### src/rtl/hlc_pkg.sv
`timescale 1ns/1ps
package hlc_pkg;
    // Width of one count field; a zero field encodes 2**CNT_W cycles.
    localparam int CNT_W  = 6;
    localparam int WORD_W = 16;
    localparam int CW     = CNT_W + 1;

    typedef struct packed {
        logic [CW-1:0] high;     // expanded high count, 1 .. 2**CNT_W
        logic [CW-1:0] low;      // expanded low count, 1 .. 2**CNT_W
        logic          bypass;
        logic          edge_en;
        logic          valid;    // non-zero ratio or bypass
    } div_cfg_t;

    function automatic logic [CW-1:0] expand_cnt(input logic [CNT_W-1:0] raw);
        expand_cnt = (raw == '0) ? CW'(1 << CNT_W) : {1'b0, raw};
    endfunction
endpackage

### src/rtl/hlc_cfg_decode.sv
`timescale 1ns/1ps
module hlc_cfg_decode
    import hlc_pkg::*;
#(
    parameter bit PACKED_FORM = 1'b0
) (
    input  logic [WORD_W-1:0] word0,
    input  logic [WORD_W-1:0] word1,
    output div_cfg_t          cfg
);
    localparam int LO_LSB   = 0;
    localparam int HI_LSB   = CNT_W;
    localparam int PK_BYP   = 2 * CNT_W;
    localparam int PK_EDGE  = 2 * CNT_W + 1;
    localparam int SEP_BYP  = 6;
    localparam int SEP_EDGE = 7;

    logic [CNT_W-1:0] lo_raw;
    logic [CNT_W-1:0] hi_raw;
    logic             byp;
    logic             edg;

    assign lo_raw = word0[LO_LSB +: CNT_W];
    assign hi_raw = word0[HI_LSB +: CNT_W];

    generate
        if (PACKED_FORM) begin : g_packed
            logic unused_w1;
            assign unused_w1 = ^word1;
            assign byp = word0[PK_BYP];
            assign edg = word0[PK_EDGE];
        end else begin : g_split
            assign byp = word1[SEP_BYP];
            assign edg = word1[SEP_EDGE];
        end
    endgenerate

    always_comb begin
        cfg.high    = expand_cnt(hi_raw);
        cfg.low     = expand_cnt(lo_raw);
        cfg.bypass  = byp;
        cfg.edge_en = edg & ~byp;
        cfg.valid   = byp | (hi_raw != '0) | (lo_raw != '0);
    end
endmodule

### src/rtl/hlc_count_core.sv
`timescale 1ns/1ps
module hlc_count_core
    import hlc_pkg::*;
(
    input  logic     clk,
    input  logic     rst,
    input  logic     load,
    input  div_cfg_t cfg_in,
    output logic     hi_o,
    output div_cfg_t act_o
);
    typedef struct packed {
        logic          hi;
        logic [CW-1:0] cnt;
        div_cfg_t      act;
        div_cfg_t      pend;
        logic          pend_v;
    } core_st_t;

    core_st_t st_d, st_q;
    div_cfg_t nxt_cfg;
    logic     idle;

    always_comb begin
        st_d    = st_q;
        nxt_cfg = st_q.pend_v ? st_q.pend : st_q.act;
        idle    = !st_q.act.valid || st_q.act.bypass;
        if (load) begin
            st_d.pend   = cfg_in;
            st_d.pend_v = 1'b1;
        end
        if (idle) begin
            st_d.hi = 1'b0;
            if (st_q.pend_v) begin
                st_d.act    = st_q.pend;
                st_d.pend_v = load;
                if (st_q.pend.valid && !st_q.pend.bypass) begin
                    st_d.hi  = 1'b1;
                    st_d.cnt = st_q.pend.high;
                end
            end
        end else if (st_q.cnt == CW'(1)) begin
            if (st_q.hi) begin
                st_d.hi  = 1'b0;
                st_d.cnt = st_q.act.low;
            end else begin
                // period boundary: the held configuration becomes active
                if (st_q.pend_v) begin
                    st_d.act    = st_q.pend;
                    st_d.pend_v = load;
                end
                if (nxt_cfg.valid && !nxt_cfg.bypass) begin
                    st_d.hi  = 1'b1;
                    st_d.cnt = nxt_cfg.high;
                end else begin
                    st_d.hi = 1'b0;
                end
            end
        end else begin
            st_d.cnt = st_q.cnt - CW'(1);
        end
    end

    always_ff @(posedge clk) begin
        if (rst) begin
            st_q <= '0;
        end else begin
            st_q <= st_d;
        end
    end

    assign hi_o  = st_q.hi;
    assign act_o = st_q.act;

    // a running phase counter counts down by one with the level held
    p_count_step_r2: assert property (@(posedge clk) disable iff (rst)
        (!idle && st_q.cnt > CW'(1)) |=> (st_q.cnt == $past(st_q.cnt) - CW'(1)) && $stable(st_q.hi));

    // the running count never leaves 1 .. 2**CNT_W
    p_count_range_r3: assert property (@(posedge clk) disable iff (rst)
        !idle |-> (st_q.cnt >= CW'(1)) && (st_q.cnt <= CW'(1 << CNT_W)));

    // the active configuration changes only at a period boundary
    p_cfg_boundary_r7: assert property (@(posedge clk) disable iff (rst)
        (!idle && !(st_q.cnt == CW'(1) && !st_q.hi)) |=> st_q.act == $past(st_q.act));

    // a stopped divider never drives its level high
    p_stop_low_r4: assert property (@(posedge clk) disable iff (rst)
        !st_q.act.valid |-> !st_q.hi);
endmodule

### src/rtl/hlc_edge_stage.sv
`timescale 1ns/1ps
module hlc_edge_stage (
    input  logic clk,
    input  logic rst,
    input  logic hi_i,
    input  logic edge_en,
    output logic div_o
);
    logic neg_d, neg_q;

    always_comb begin
        neg_d = hi_i;
    end

    // falling-edge copy keeps the level up for half an extra input cycle
    always_ff @(negedge clk) begin
        if (rst) begin
            neg_q <= 1'b0;
        end else begin
            neg_q <= neg_d;
        end
    end

    assign div_o = hi_i | (edge_en & neg_q);
endmodule

### src/rtl/hilo_clock_divider.sv
`timescale 1ns/1ps
module hilo_clock_divider
    import hlc_pkg::*;
#(
    parameter bit PACKED_FORM = 1'b0
) (
    input  logic              clk_in,
    input  logic              rst,
    input  logic              cfg_load,
    input  logic [WORD_W-1:0] cfg_word0,
    input  logic [WORD_W-1:0] cfg_word1,
    output logic              clk_out
);
    div_cfg_t dec_cfg;
    div_cfg_t act_cfg;
    logic     hi_lvl;
    logic     div_lvl;

    hlc_cfg_decode #(.PACKED_FORM(PACKED_FORM)) u_decode (
        .word0 (cfg_word0),
        .word1 (cfg_word1),
        .cfg   (dec_cfg)
    );

    hlc_count_core u_core (
        .clk    (clk_in),
        .rst    (rst),
        .load   (cfg_load),
        .cfg_in (dec_cfg),
        .hi_o   (hi_lvl),
        .act_o  (act_cfg)
    );

    hlc_edge_stage u_edge (
        .clk     (clk_in),
        .rst     (rst),
        .hi_i    (hi_lvl),
        .edge_en (act_cfg.edge_en),
        .div_o   (div_lvl)
    );

    assign clk_out = act_cfg.bypass ? clk_in : div_lvl;
endmodule

### config.mk
export PLATFORM = sky130hd
export DESIGN_NAME = hilo_clock_divider
export DESIGN_NICKNAME = d
export VERILOG_FILES = /design/src/rtl/hlc_pkg.sv /design/src/rtl/hlc_cfg_decode.sv /design/src/rtl/hlc_count_core.sv /design/src/rtl/hlc_edge_stage.sv /design/src/rtl/hilo_clock_divider.sv
export SDC_FILE = /design/constraint.sdc
export NUM_CORES = 1
export LEC_CHECK = 0
export BUFFER_PORTS_ARGS = -buffer_cell sky130_fd_sc_hd__clkbuf_2
export CORE_ASPECT_RATIO = 2
export CORE_UTILIZATION = 25
export DETAILED_ROUTE_END_ITERATION = 12
export GPL_TIMING_DRIVEN = 0
export PLACE_DENSITY = 0.53
export SYNTH_ARGS = -nofsm -noshare
export SYNTH_HDL_FRONTEND = slang
export SYNTH_SLANG_ARGS = --single-unit
### constraint.sdc
create_clock -name clk_in -period 4 [get_ports clk_in]
set_clock_uncertainty 0.05 [all_clocks]
set_input_delay 0.4 -clock clk_in [delete_from_list [all_inputs] [get_ports clk_in]]
set_output_delay 0.4 -clock clk_in [all_outputs]
set_load 0.01 [all_outputs]
### After elaboration in Yosys (flattened, before gate mapping)

Index checks and enable logic that the tools add are counted.

* reduce and logical (&&, ||, !) cells: 14
* bitwise operators: 6
* equal/unequal tests: 5
* mux-type cells: 19
* add/sub/neg operators: 1

Operators by type and width (count)
* 2-to-1 mux 17 bit: 3
* 2-to-1 mux 25 bit: 2
* 2-to-1 mux 7 bit: 4
* 2-to-1 mux 8 bit: 2
* zero test 6 bit: 2
* nonzero test 6 bit: 2
* AND reduction 3 bit: 3
* 2-to-1 mux 1 bit: 8
* equality test 7 x 1 -> 1 bit (second input constant): 1
* subtractor 7 x 1 -> 7 bit (second input constant): 1
* != test 2 bit (second input constant): 2
* != test 4 x 2 -> 1 bit (second input constant): 1
* zero test 1 bit: 3
* OR 1 bit: 3
* bitwise AND 1 bit: 2
* logical AND 1 bit: 2
* != test 2 x 1 -> 1 bit (second input constant): 1
* nonzero test 2 bit: 1
* logical OR 1 bit: 1
* inverter 1 bit: 1

* output and inout port bits: 1
* word-level logic and storage cells: 59
* bits of input ports: 35
* register bits after elaboration: 44

### Depth between registers and ports, before layout

* word-level depth: 7
* gate-level depth with buffers: 7
* depth with buffers taken out: 6

### By module

A second synthesis with hierarchy kept.

* cell total of the unflattened synthesis: 291
* area total of the unflattened synthesis: 2459.9 µm²

By module, submodules not included
* hlc_count_core: cells an instance 267, area an instance 2279.7 µm², times used 1, sequential area each 860.8 µm²
* hlc_cfg_decode: cells an instance 19, area an instance 120.1 µm², times used 1, sequential area each 0.0 µm²
* hlc_edge_stage: cells an instance 4, area an instance 45.0 µm², times used 1, sequential area each 20.0 µm²
* hilo_clock_divider: cells an instance 1, area an instance 15.0 µm², times used 1, sequential area each 0.0 µm²

==> flow_summary.ini <==
[outcome]
status = finished clean

[cts]
cts_resized = 0
clk_pin_slew_ns = 0.06
clock_path_buffers = 2
cts_buffers = 5
insertion_delay_ns = 0.29
clock-root-buffer = clkbuf_16
ctsHoldBuffers = 0
post_cts_buffers = 0
htree_levels = 2
cts_tree = done

[critical_path]
cp.required_ns = 3.55
crit_family = flip-flops
max_stage_delay_ns = 0.29
crit_arrival_ns = 3.05
worst-path-buf-inv = 1
critPathLaunchType = flip-flop
critical_path.max_fanout = 1
path_class = flip-flop to output port
cp_cell_sequence = a211oi_1 -> a21oi_1 -> clkbuf_2
worst_setup_path_end_kind = output port
crit_slowest_cell = dfxtp_1

[yosys]
synth_edf_count = 0
ys_async_sr_fraction = 0
yosys_warnings = 0
syn_area_um2 = 2171
yosysSeqAreaShare = 0.4058
yosysUniqueCellTypes = 51
syn_inst = 245
synth_flop_cell = dfxtp_1
ys_ff_latch = 44
synth.avg_cell_area_um2 = 8.861
synth_fp_nets = 282

[power_and_ir_drop]
p_leak_nw = 0.9575
finalPower_mw = 1.128
power_density_nw_per_um2 = 442.3
ir_drop_mv = 0.3210

[die]
initial_utilization = 0.2600
dieHeight_um = 133.8
rows = 47
core_area_um2 = 8351
die-area_um2 = 9082
io_pins = 36
die_x_um = 67.89

[route]
vias = 1892
drc_errors = 0
viasPerCell = 5.141
drt_wl_total_um = 5922
dr.pass1.iters = 4
ant_nets = 0
wl_per_cell_um = 16.09
dr.first_iter.drc_count = 24

[global_route]
antenna_found_initial = 0
met1_usage = 0.1287
grt_max_degree = 14
grtUsageMet2 = 0.2701
grt_pass1_wl_um = 9411
met3_usage = 0.01956
grt_pass1_vias = 1936
globalRouteOverflowTotal = 0
top_usage_layer = met2
track_usage = 0.1439

[run]
maxCapViolCount = 0

[cells_and_area]
instances_no_fill = 368
drive_gt1_frac = 0.1556
layout.nets = 306
syn_to_final_growth_pct = 17.46
diodes = 0

[sta]
slew_headroom = 0.5033
setup-tns-final_ns = 0
worstMarginPinSlew_ns = 0.7401
hold_viol = 0
rsz0062_at_grt = false
worst_slack_ns = 0.4985
slew_violations = 0
setup_viol = 0

[placed_design]
place.gp.congestion = 0.8291
dp_hpwl_um = 4665
placedCellCount = 359
dp_slack_ns = 0.6783
port_buffers = 16

[hold_path]
holdCritPathClass = primary input to flip-flop
-- report_power, final --
part	switching, mW	total (mW)	internal, mW	leakage (nW)
registers	0.0193	0.478	0.459	0.359
clock network	0.179	0.495	0.315	0.102
logic	0.0895	0.155	0.0651	0.496
total	0.288	1.13	0.840	0.958
-- logic make-up (layout without fill, tap and decap cells) --
| logic type | Yosys count | count (layout) | share of synthesized area |
|---|---|---|---|
| flip-flops | 44 | 44 | 0.4058 |
| AO/OA/AOI/OAI | 70 | 70 | 0.2087 |
| AND/OR/NAND/NOR | 82 | 82 | 0.1948 |
| XOR/XNOR | 3 | 3 | 0.01211 |
| adder cells (fa/ha/maj) | 2 | 2 | 0.01153 |
| multiplexers | 21 | 21 | 0.09741 |
| buffers and inverters | 23 | 48 | 0.06974 |
-- area by class of cell --
cell class,instances,area (um2)
Tap cell,98,122.6
Clock inverter,3,37.54
Fill cell,914,5801
Clock buffer,8,147.6
Buffer,18,132.6
Sequential cell,44,880.8
Multi-Input combinational cell,178,1139
Inverter,4,15.01
Timing Repair Buffer,15,75.07
-- registers in the layout, indices dropped and copies added (netlist names) --
register and cells:
u_edge.neg_q 1, u_core.act_o 17, u_core.hi_o 1, u_core.st_q 25
-- stage by stage --
step	hold slack, ns	cell area (um2)	utilization
finish	0.3012	2550	0.3054
CTS	0.2896	2550	0.3054
detailed placement	0.4133	2374	0.2842
floorplan	0.3903	2171	-
global route	0.3039	2550	0.3054
global placement	0.4027	2374	0.2842
-- cells in the mapped netlist (2+ instances only) --
master    count  area share
a21oi_1      23       0.053
a311oi_1      6       0.024
a32oi_1       3       0.012
buf_2         2      0.0046
buf_6         2       0.010
clkbuf_1      8       0.014
clkbuf_8      4       0.025
dfxtp_1      44        0.41
ha_1          2       0.012
inv_1         5      0.0086
mux2i_1      20       0.092
nand2_1       9       0.016
nand2b_1      4       0.012
nand3_1      20       0.046
nand3b_1      2      0.0069
nor2_1       23       0.040
nor3_1        9       0.021
nor4_1        2      0.0058
o211ai_1      5       0.017
o21ai_0      18       0.042
or2_2         2      0.0058
xor2_1        3       0.012
-- cell usage in the layout, fill, tap and decap left out, types with 2 or more instances in the layout --
cell / netlist / final
a21oi_1: 23 / 23
a311oi_1: 6 / 6
a32oi_1: 3 / 3
buf_2: 2 / 2
buf_6: 2 / 2
clkbuf_1: 8 / 9
clkbuf_16: 0 / 5
clkbuf_2: 1 / 17
clkbuf_8: 4 / 5
dfxtp_1: 44 / 44
ha_1: 2 / 2
inv_1: 5 / 6
mux2i_1: 20 / 20
nand2_1: 9 / 9
nand2b_1: 4 / 4
nand3_1: 20 / 20
nand3b_1: 2 / 2
nor2_1: 23 / 23
nor3_1: 9 / 9
nor4_1: 2 / 2
o211ai_1: 5 / 5
o21ai_0: 18 / 18
or2_2: 2 / 2
xor2_1: 3 / 3
-- layer usage --
| metal | vias to the layer above | routed length, um | share of wire |
|---|---|---|---|
| met5 | - | 0 | 0 |
| met4 | 0 | 309 | 0.052 |
| met3 | 15 | 118 | 0.020 |
| met2 | 39 | 3448 | 0.58 |
| met1 | 893 | 2045 | 0.35 |
| li1 | 945 | - | - |
-- final timing paths --
check / from / end / slack [ns] / depth (start not counted)
max: u_edge.neg_q$_SDFF_NP0_ / clk_out / 0.50 / 3
min: rst / u_core.st_q[35]$_SDFFE_PP0P_ / 0.30 / 2
max reg2reg: u_core.hi_o$_SDFFE_PP0P_ / u_edge.neg_q$_SDFF_NP0_ / 0.81 / 4
min reg2reg: u_core.st_q[5]$_SDFFE_PP0P_ / u_core.act_o[4]$_SDFFE_PP0P_ / 0.42 / 2
Power figures use the tool's default switching activity.
